[config.mk]
export PLATFORM = sky130hd
export DESIGN_NAME = tdm_circuit_switch
export DESIGN_NICKNAME = d
export VERILOG_FILES = /design/src/rtl/tdm_sw_pkg.sv /design/src/rtl/tdm_slot_timer.sv /design/src/rtl/tdm_slot_table.sv /design/src/rtl/tdm_block_buf.sv /design/src/rtl/tdm_out_port.sv /design/src/rtl/tdm_circuit_switch.sv
export SDC_FILE = /design/constraint.sdc
export NUM_CORES = 2
export LEC_CHECK = 0
export CORE_MARGIN = 2
export CORE_UTILIZATION = 66
export CTS_BUF_LIST = sky130_fd_sc_hd__clkbuf_4 sky130_fd_sc_hd__clkbuf_8
export DETAILED_ROUTE_END_ITERATION = 8
export DONT_BUFFER_PORTS = 1
export PLACE_DENSITY_LB_ADDON = 0.25
export SYNTH_ARGS = -nofsm -noshare
export SYNTH_HDL_FRONTEND = slang
export SYNTH_SLANG_ARGS = --single-unit
[constraint.sdc]
create_clock -name clk_i -period 3.6 [get_ports clk_i]
set_input_delay 0.36 -clock clk_i [delete_from_list [all_inputs] [get_ports clk_i]]
set_output_delay 0.36 -clock clk_i [all_outputs]
set_load 0.03 [all_outputs]
[src/rtl/tdm_sw_pkg.sv]
package tdm_sw_pkg;
  typedef enum logic [1:0] {
    OSEL_IDLE = 2'd0,
    OSEL_GT   = 2'd1,
    OSEL_BE   = 2'd2
  } osel_e;
endpackage

[src/rtl/tdm_slot_timer.sv]
module tdm_slot_timer #(
  parameter int SLOTS     = 8,
  parameter int BLOCK_CYC = 4,
  localparam int SLOT_W   = (SLOTS > 1) ? $clog2(SLOTS) : 1,
  localparam int BEAT_W   = (BLOCK_CYC > 1) ? $clog2(BLOCK_CYC) : 1
) (
  input  logic              clk_i,
  input  logic              rst_ni,
  output logic [BEAT_W-1:0] beat_o,
  output logic [SLOT_W-1:0] slot_o,
  output logic [SLOT_W-1:0] next_slot_o,
  output logic              boundary_o,
  output logic              slot_start_o
);
  localparam logic [BEAT_W-1:0] LAST_BEAT = BEAT_W'(BLOCK_CYC - 1);
  localparam logic [SLOT_W-1:0] LAST_SLOT = SLOT_W'(SLOTS - 1);

  logic [BEAT_W-1:0] beat_q;
  logic [SLOT_W-1:0] slot_q;

  assign boundary_o   = (beat_q == LAST_BEAT);
  assign next_slot_o  = (slot_q == LAST_SLOT) ? '0 : slot_q + 1'b1;
  assign beat_o       = beat_q;
  assign slot_o       = slot_q;
  assign slot_start_o = (beat_q == '0);

  always_ff @(posedge clk_i or negedge rst_ni) begin
    if (!rst_ni) begin
      beat_q <= '0;
      slot_q <= '0;
    end else if (boundary_o) begin
      beat_q <= '0;
      slot_q <= next_slot_o;
    end else begin
      beat_q <= beat_q + 1'b1;
    end
  end
endmodule

[src/rtl/tdm_slot_table.sv]
module tdm_slot_table #(
  parameter int SLOTS   = 8,
  parameter int PORTS   = 4,
  localparam int SLOT_W = (SLOTS > 1) ? $clog2(SLOTS) : 1,
  localparam int SRC_W  = (PORTS > 1) ? $clog2(PORTS) : 1
) (
  input  logic              clk_i,
  input  logic              rst_ni,
  input  logic              cfg_we_i,
  input  logic [SLOT_W-1:0] cfg_row_i,
  input  logic [SRC_W-1:0]  cfg_port_i,
  input  logic              cfg_en_i,
  input  logic [SRC_W-1:0]  cfg_src_i,
  input  logic              boundary_i,
  input  logic [SLOT_W-1:0] next_slot_i,
  output logic [PORTS-1:0]  act_en_o,
  output logic [SRC_W-1:0]  act_src_o [PORTS]
);
  logic [PORTS-1:0] tab_en_q  [SLOTS];
  logic [SRC_W-1:0] tab_src_q [SLOTS][PORTS];
  logic             wr_ok;
  logic [PORTS-1:0] hit;

  assign wr_ok = cfg_we_i
               && ({1'b0, cfg_row_i} < (SLOT_W+1)'(SLOTS))
               && ({1'b0, cfg_port_i} < (SRC_W+1)'(PORTS));

  // same-cycle write to the row about to start is seen by the snapshot
  always_comb begin
    for (int o = 0; o < PORTS; o++) begin
      hit[o] = wr_ok && (cfg_row_i == next_slot_i) && (cfg_port_i == SRC_W'(o));
    end
  end

  always_ff @(posedge clk_i or negedge rst_ni) begin
    if (!rst_ni) begin
      for (int r = 0; r < SLOTS; r++) begin
        tab_en_q[r] <= '0;
        for (int o = 0; o < PORTS; o++) tab_src_q[r][o] <= '0;
      end
    end else if (wr_ok) begin
      tab_en_q[cfg_row_i][cfg_port_i]  <= cfg_en_i;
      tab_src_q[cfg_row_i][cfg_port_i] <= cfg_src_i;
    end
  end

  always_ff @(posedge clk_i or negedge rst_ni) begin
    if (!rst_ni) begin
      act_en_o <= '0;
      for (int o = 0; o < PORTS; o++) act_src_o[o] <= '0;
    end else if (boundary_i) begin
      for (int o = 0; o < PORTS; o++) begin
        act_en_o[o]  <= hit[o] ? cfg_en_i  : tab_en_q[next_slot_i][o];
        act_src_o[o] <= hit[o] ? cfg_src_i : tab_src_q[next_slot_i][o];
      end
    end
  end
endmodule

[src/rtl/tdm_block_buf.sv]
module tdm_block_buf #(
  parameter int BLOCK_CYC = 4,
  parameter int DATA_W    = 32,
  localparam int BEAT_W   = (BLOCK_CYC > 1) ? $clog2(BLOCK_CYC) : 1
) (
  input  logic              clk_i,
  input  logic              rst_ni,
  input  logic              in_valid_i,
  input  logic [DATA_W-1:0] in_data_i,
  input  logic [BEAT_W-1:0] beat_i,
  input  logic              boundary_i,
  output logic              fwd_valid_o,
  output logic [DATA_W-1:0] fwd_data_o
);
  logic [DATA_W-1:0]    cap_d [BLOCK_CYC];
  logic [BLOCK_CYC-1:0] cap_v;
  logic [DATA_W-1:0]    fwd_d [BLOCK_CYC];
  logic [BLOCK_CYC-1:0] fwd_v;

  always_ff @(posedge clk_i or negedge rst_ni) begin
    if (!rst_ni) begin
      cap_v <= '0;
      fwd_v <= '0;
      for (int k = 0; k < BLOCK_CYC; k++) begin
        cap_d[k] <= '0;
        fwd_d[k] <= '0;
      end
    end else begin
      cap_d[beat_i] <= in_data_i;
      cap_v[beat_i] <= in_valid_i;
      if (boundary_i) begin
        // last beat bypasses the capture store
        for (int k = 0; k < BLOCK_CYC; k++) begin
          fwd_d[k] <= (k == BLOCK_CYC - 1) ? in_data_i  : cap_d[k];
          fwd_v[k] <= (k == BLOCK_CYC - 1) ? in_valid_i : cap_v[k];
        end
      end
    end
  end

  assign fwd_valid_o = fwd_v[beat_i];
  assign fwd_data_o  = fwd_d[beat_i];
endmodule

[src/rtl/tdm_out_port.sv]
module tdm_out_port
  import tdm_sw_pkg::*;
#(
  parameter int PORTS  = 4,
  parameter int DATA_W = 32,
  localparam int SRC_W = (PORTS > 1) ? $clog2(PORTS) : 1
) (
  input  logic                    act_en_i,
  input  logic [SRC_W-1:0]        act_src_i,
  input  logic [PORTS-1:0]        buf_valid_i,
  input  logic [PORTS*DATA_W-1:0] buf_data_i,
  input  logic                    be_valid_i,
  input  logic [DATA_W-1:0]       be_data_i,
  output logic                    be_ready_o,
  output logic                    out_valid_o,
  output logic                    out_gt_o,
  output logic [DATA_W-1:0]       out_data_o
);
  logic              gt_vld;
  logic [DATA_W-1:0] gt_word;
  osel_e             sel;

  always_comb begin
    gt_vld  = 1'b0;
    gt_word = '0;
    for (int k = 0; k < PORTS; k++) begin
      if (act_src_i == SRC_W'(k)) begin
        gt_vld  = buf_valid_i[k];
        gt_word = buf_data_i[k*DATA_W +: DATA_W];
      end
    end
  end

  always_comb begin
    if (act_en_i && gt_vld)  sel = OSEL_GT;
    else if (be_valid_i)     sel = OSEL_BE;
    else                     sel = OSEL_IDLE;
  end

  always_comb begin
    unique case (sel)
      OSEL_GT: out_data_o = gt_word;
      OSEL_BE: out_data_o = be_data_i;
      default: out_data_o = '0;
    endcase
  end

  assign out_gt_o    = (sel == OSEL_GT);
  assign out_valid_o = (sel != OSEL_IDLE);
  assign be_ready_o  = (sel != OSEL_GT);
endmodule

[src/rtl/tdm_circuit_switch.sv]
module tdm_circuit_switch #(
  parameter int PORTS     = 4,
  parameter int DATA_W    = 32,
  parameter int SLOTS     = 8,
  parameter int BLOCK_CYC = 4,
  localparam int SLOT_W   = (SLOTS > 1) ? $clog2(SLOTS) : 1,
  localparam int SRC_W    = (PORTS > 1) ? $clog2(PORTS) : 1
) (
  input  logic                    clk_i,
  input  logic                    rst_ni,
  input  logic [PORTS-1:0]        gt_valid_i,
  input  logic [PORTS*DATA_W-1:0] gt_data_i,
  input  logic [PORTS-1:0]        be_valid_i,
  input  logic [PORTS*DATA_W-1:0] be_data_i,
  output logic [PORTS-1:0]        be_ready_o,
  output logic [PORTS-1:0]        out_valid_o,
  output logic [PORTS-1:0]        out_gt_o,
  output logic [PORTS*DATA_W-1:0] out_data_o,
  input  logic                    cfg_we_i,
  input  logic [SLOT_W-1:0]       cfg_row_i,
  input  logic [SRC_W-1:0]        cfg_port_i,
  input  logic                    cfg_en_i,
  input  logic [SRC_W-1:0]        cfg_src_i,
  output logic [SLOT_W-1:0]       slot_o,
  output logic                    slot_start_o
);
  localparam int BEAT_W = (BLOCK_CYC > 1) ? $clog2(BLOCK_CYC) : 1;

  logic [BEAT_W-1:0]       beat;
  logic [SLOT_W-1:0]       next_slot;
  logic                    boundary;
  logic [PORTS-1:0]        act_en;
  logic [SRC_W-1:0]        act_src [PORTS];
  logic [PORTS-1:0]        buf_valid;
  logic [PORTS*DATA_W-1:0] buf_data;

  tdm_slot_timer #(.SLOTS(SLOTS), .BLOCK_CYC(BLOCK_CYC)) u_timer (
    .clk_i        (clk_i),
    .rst_ni       (rst_ni),
    .beat_o       (beat),
    .slot_o       (slot_o),
    .next_slot_o  (next_slot),
    .boundary_o   (boundary),
    .slot_start_o (slot_start_o)
  );

  tdm_slot_table #(.SLOTS(SLOTS), .PORTS(PORTS)) u_table (
    .clk_i       (clk_i),
    .rst_ni      (rst_ni),
    .cfg_we_i    (cfg_we_i),
    .cfg_row_i   (cfg_row_i),
    .cfg_port_i  (cfg_port_i),
    .cfg_en_i    (cfg_en_i),
    .cfg_src_i   (cfg_src_i),
    .boundary_i  (boundary),
    .next_slot_i (next_slot),
    .act_en_o    (act_en),
    .act_src_o   (act_src)
  );

  for (genvar i = 0; i < PORTS; i++) begin : g_in
    tdm_block_buf #(.BLOCK_CYC(BLOCK_CYC), .DATA_W(DATA_W)) u_buf (
      .clk_i       (clk_i),
      .rst_ni      (rst_ni),
      .in_valid_i  (gt_valid_i[i]),
      .in_data_i   (gt_data_i[i*DATA_W +: DATA_W]),
      .beat_i      (beat),
      .boundary_i  (boundary),
      .fwd_valid_o (buf_valid[i]),
      .fwd_data_o  (buf_data[i*DATA_W +: DATA_W])
    );
  end

  for (genvar o = 0; o < PORTS; o++) begin : g_out
    tdm_out_port #(.PORTS(PORTS), .DATA_W(DATA_W)) u_port (
      .act_en_i    (act_en[o]),
      .act_src_i   (act_src[o]),
      .buf_valid_i (buf_valid),
      .buf_data_i  (buf_data),
      .be_valid_i  (be_valid_i[o]),
      .be_data_i   (be_data_i[o*DATA_W +: DATA_W]),
      .be_ready_o  (be_ready_o[o]),
      .out_valid_o (out_valid_o[o]),
      .out_gt_o    (out_gt_o[o]),
      .out_data_o  (out_data_o[o*DATA_W +: DATA_W])
    );
  end
endmodule

==> metrics <==
status=finished, violations left; failing checks=negative setup slack; Syn Inst Count=3182; # fillers=3618; largest net degree at the start of global routing=1038; most common cell after layout, fill and taps aside=dfrtp_1; minimum clock period=3.84 ns; Pre-antenna DRT Iters=6; post-synth cell types=35; Worst Path Max Fanout=6; origin of the critical flop-to-flop path=u_timer.beat_o[0]; PortBufs=0; clock sinks=1037; critical path type=flip-flop to output port; Rows=98; clock slew at reported path FFs=0.07 ns; global route overflow=0; Mapped Avg Cell Area=14.8 µm²; CTS Buf Count=162; clock latency on the worst-skew pair=0.85 ns; core box area=71100 µm²; Die Wd=272 µm; Max-Cap Viols=0; DR iter-0 viols=3718; Max IR drop VDD=0.429 mV; period utilization=107%; P&R area growth vs syn=21.3%; leading area contributor after synthesis=dfrtp_1; worst hold slack=0.0636 ns; CP Capture Type=output port; Clock Tree Buf Depth=3; vias in the first global route=33400; Final nets=3861; Hold WC Path Type=input pin to flip-flop; Seq/Total Area, Yosys=54.9%; Worst Hold Launch=cfg_row_i[2]; final hold viol count=0; H-tree levels=4; share of cells above drive strength 1=52.1%; dpl hpwl=92200 µm; most frequent cells in the layout=1034 x dfrtp_1, 1023 x mux2_2, 220 x buf_4; Yosys reg bits=1037; Leakage=24.1 nW; RSZ-0062 raised after global routing=true; max_slew headroom=11.7%; YS warnings=0; initial antenna violation count=57; CTS root buf=clkbuf_8; post-route insts no fill=4689; CP arrival=3.48 ns; Power Dens Cells=519 nW/µm²; post-synth net total=3463; WL/cell=33.4 µm; first-pass GRT wire length=218000 µm; Initial Utilization=66.4%; Critical Path RT=3.24 ns; Placer Congestion=0.967; Antenna Nets Post-Route=0; slew at the pin closest to its max-slew limit=1.32 ns; GRT Overall Usage=40.3%; CP Launch Type=flip-flop; CTS tree=built; post-DR vias/cell=6.94; Yosys top cell area share=54.9%; via count=32500; pins over their slew limit=0; Worst Skew=0.0439 ns; fmax=260 MHz; DRC viols=0; cell total after placement=4126; Syn Std Cell Area=47200 µm²; die area=73700 µm²; DIE HEIGHT=272 µm; num ports=419; top cells by area, synth=dfrtp_1 55%, mux2_2 24%, mux4_2 6.9%; final setup fails=119; drt total wl=157000 µm; Final WS setup=-0.244 ns; Worst Setup SP=u_timer.beat_o[0]
==> synthesized netlist by cell type (all sizes together) <==
master,count
a221oi,128
a22o,128
a32o,1
and2,13
and3,1
and3b,1
buf,65
clkbuf,182
dfrtp,1037
ha,6
inv,21
mux2,1023
mux2i,178
mux4,144
nand2,151
nand3,2
nand3b,4
nor2,40
nor2b,4
nor3,7
nor3b,3
nor4,3
o21a,1
o21ai,16
o22ai,16
or2,4
or3b,1
xnor2,1
xor2,1
==> worst max-delay path, stage by stage, from the launching register on <==
cell and delay, ns:
dfrtp_4 0.48, buf_12 0.16, buf_6 0.14, buf_16 0.16, mux4_2 0.57, a22o_1 0.20, a221oi_1 0.41, mux2i_1 0.28
buf_4 0.24
==> per-layer routing <==
layer  GRT usage, %  part of all wire (%)  routed length (µm)  vias to the layer above
met3           12.3                    11               16700                      671
li1               -                     -                   -                    12800
met2           62.9                    47               73300                     2171
met5              0                 0.075                 118                        -
met4           21.7                   6.9               10900                       18
met1           51.0                    36               55900                    16900
==> layout make-up <==
type | instances | area (µm²) | area share [%]
clock inverters | 25 | 223 | 0.389
inverters | 21 | 78.8 | 0.138
well taps | 950 | 1190 | 2.07
flip-flops and latches | 1037 | 26000 | 45.3
multi-input cells | 1877 | 21200 | 37.1
clock buffers | 255 | 3170 | 5.53
diodes | 43 | 108 | 0.188
repair buffers | 481 | 5350 | 9.33
==> stage by stage <==
| stage | area [µm²] | TNS, ns | util [%] | total power [mW] | setup slack (ns) |
|---|---|---|---|---|---|
| finish | 57300 | -12.86 | 80.6 | 29.8 | -0.244 |
| global route | 57300 | -15.18 | 80.5 | 30.5 | -0.273 |
| CTS | 56300 | -2.72 | 79.2 | 28.9 | -0.0695 |
| detailed placement | 49800 | 0 | 70.0 | 17.8 | 0.335 |
| global placement | 49800 | 0 | 70.0 | 17.6 | 0.391 |
| floorplan | 47200 | 0 | - | 15.9 | 0.786 |
==> cells by family after synthesis <==
family | Yosys count | synth area share [%]
AO/OA/AOI/OAI | 290 | 5.18
adder cells (fa/ha/maj) | 6 | 0.159
buffers and inverters | 268 | 2.55
AND/OR/NAND/NOR | 234 | 2.11
XOR/XNOR | 2 | 0.0371
flip-flops | 1037 | 54.9
multiplexers | 1345 | 35.0
==> report_power, final <==
group          total [mW]  switching [mW]  internal (mW)
Combinational        6.37            3.69           2.68
Clock                10.5            4.80           5.68
Sequential           12.9           0.494           12.4
==> state kept, by name (all words and copies together), names as in the netlist <==
name,cells
g_in.u_buf.cap_v,12
g_in.u_buf.fwd_d,512
u_timer.slot_o,3
g_in.u_buf.fwd_v,16
u_table.act_src_o,8
g_in.u_buf.cap_d,384
u_table.act_en_o,4
u_timer.beat_o,2
u_table.tab_en_q,32
u_table.tab_src_q,64
==> timing repair <==
| item | in CTS | in global routing |
|---|---|---|
| endpoints found under the setup margin | 134 | 130 |
| hold buffers | 153 | 2 |
| hold endpoints to repair | 1673 | 225 |
| gates cloned | 14 | 7 |
| resized for setup | 160 | 49 |
| setup buffers | 26 | 37 |
| pin swaps | 9 | 28 |
==> worst paths after layout <==
path / endpoint / slack [ns] / depth (start not counted)
setup / recovery: out_data_o[95] / -0.24 / 8
hold / removal: u_table.tab_src_q[27] / 0.06 / 3
setup reg to reg: g_in[3].u_buf.cap_d[38] / 0.66 / 9
hold reg to reg: g_in[1].u_buf.fwd_d[82] / 0.48 / 1
max in group asynchronous: g_in[3].u_buf.fwd_d[112] / 0.60 / 4
min in group asynchronous: g_in[1].u_buf.cap_d[75] / 0.29 / 2
Power figures use the tool's default switching activity.
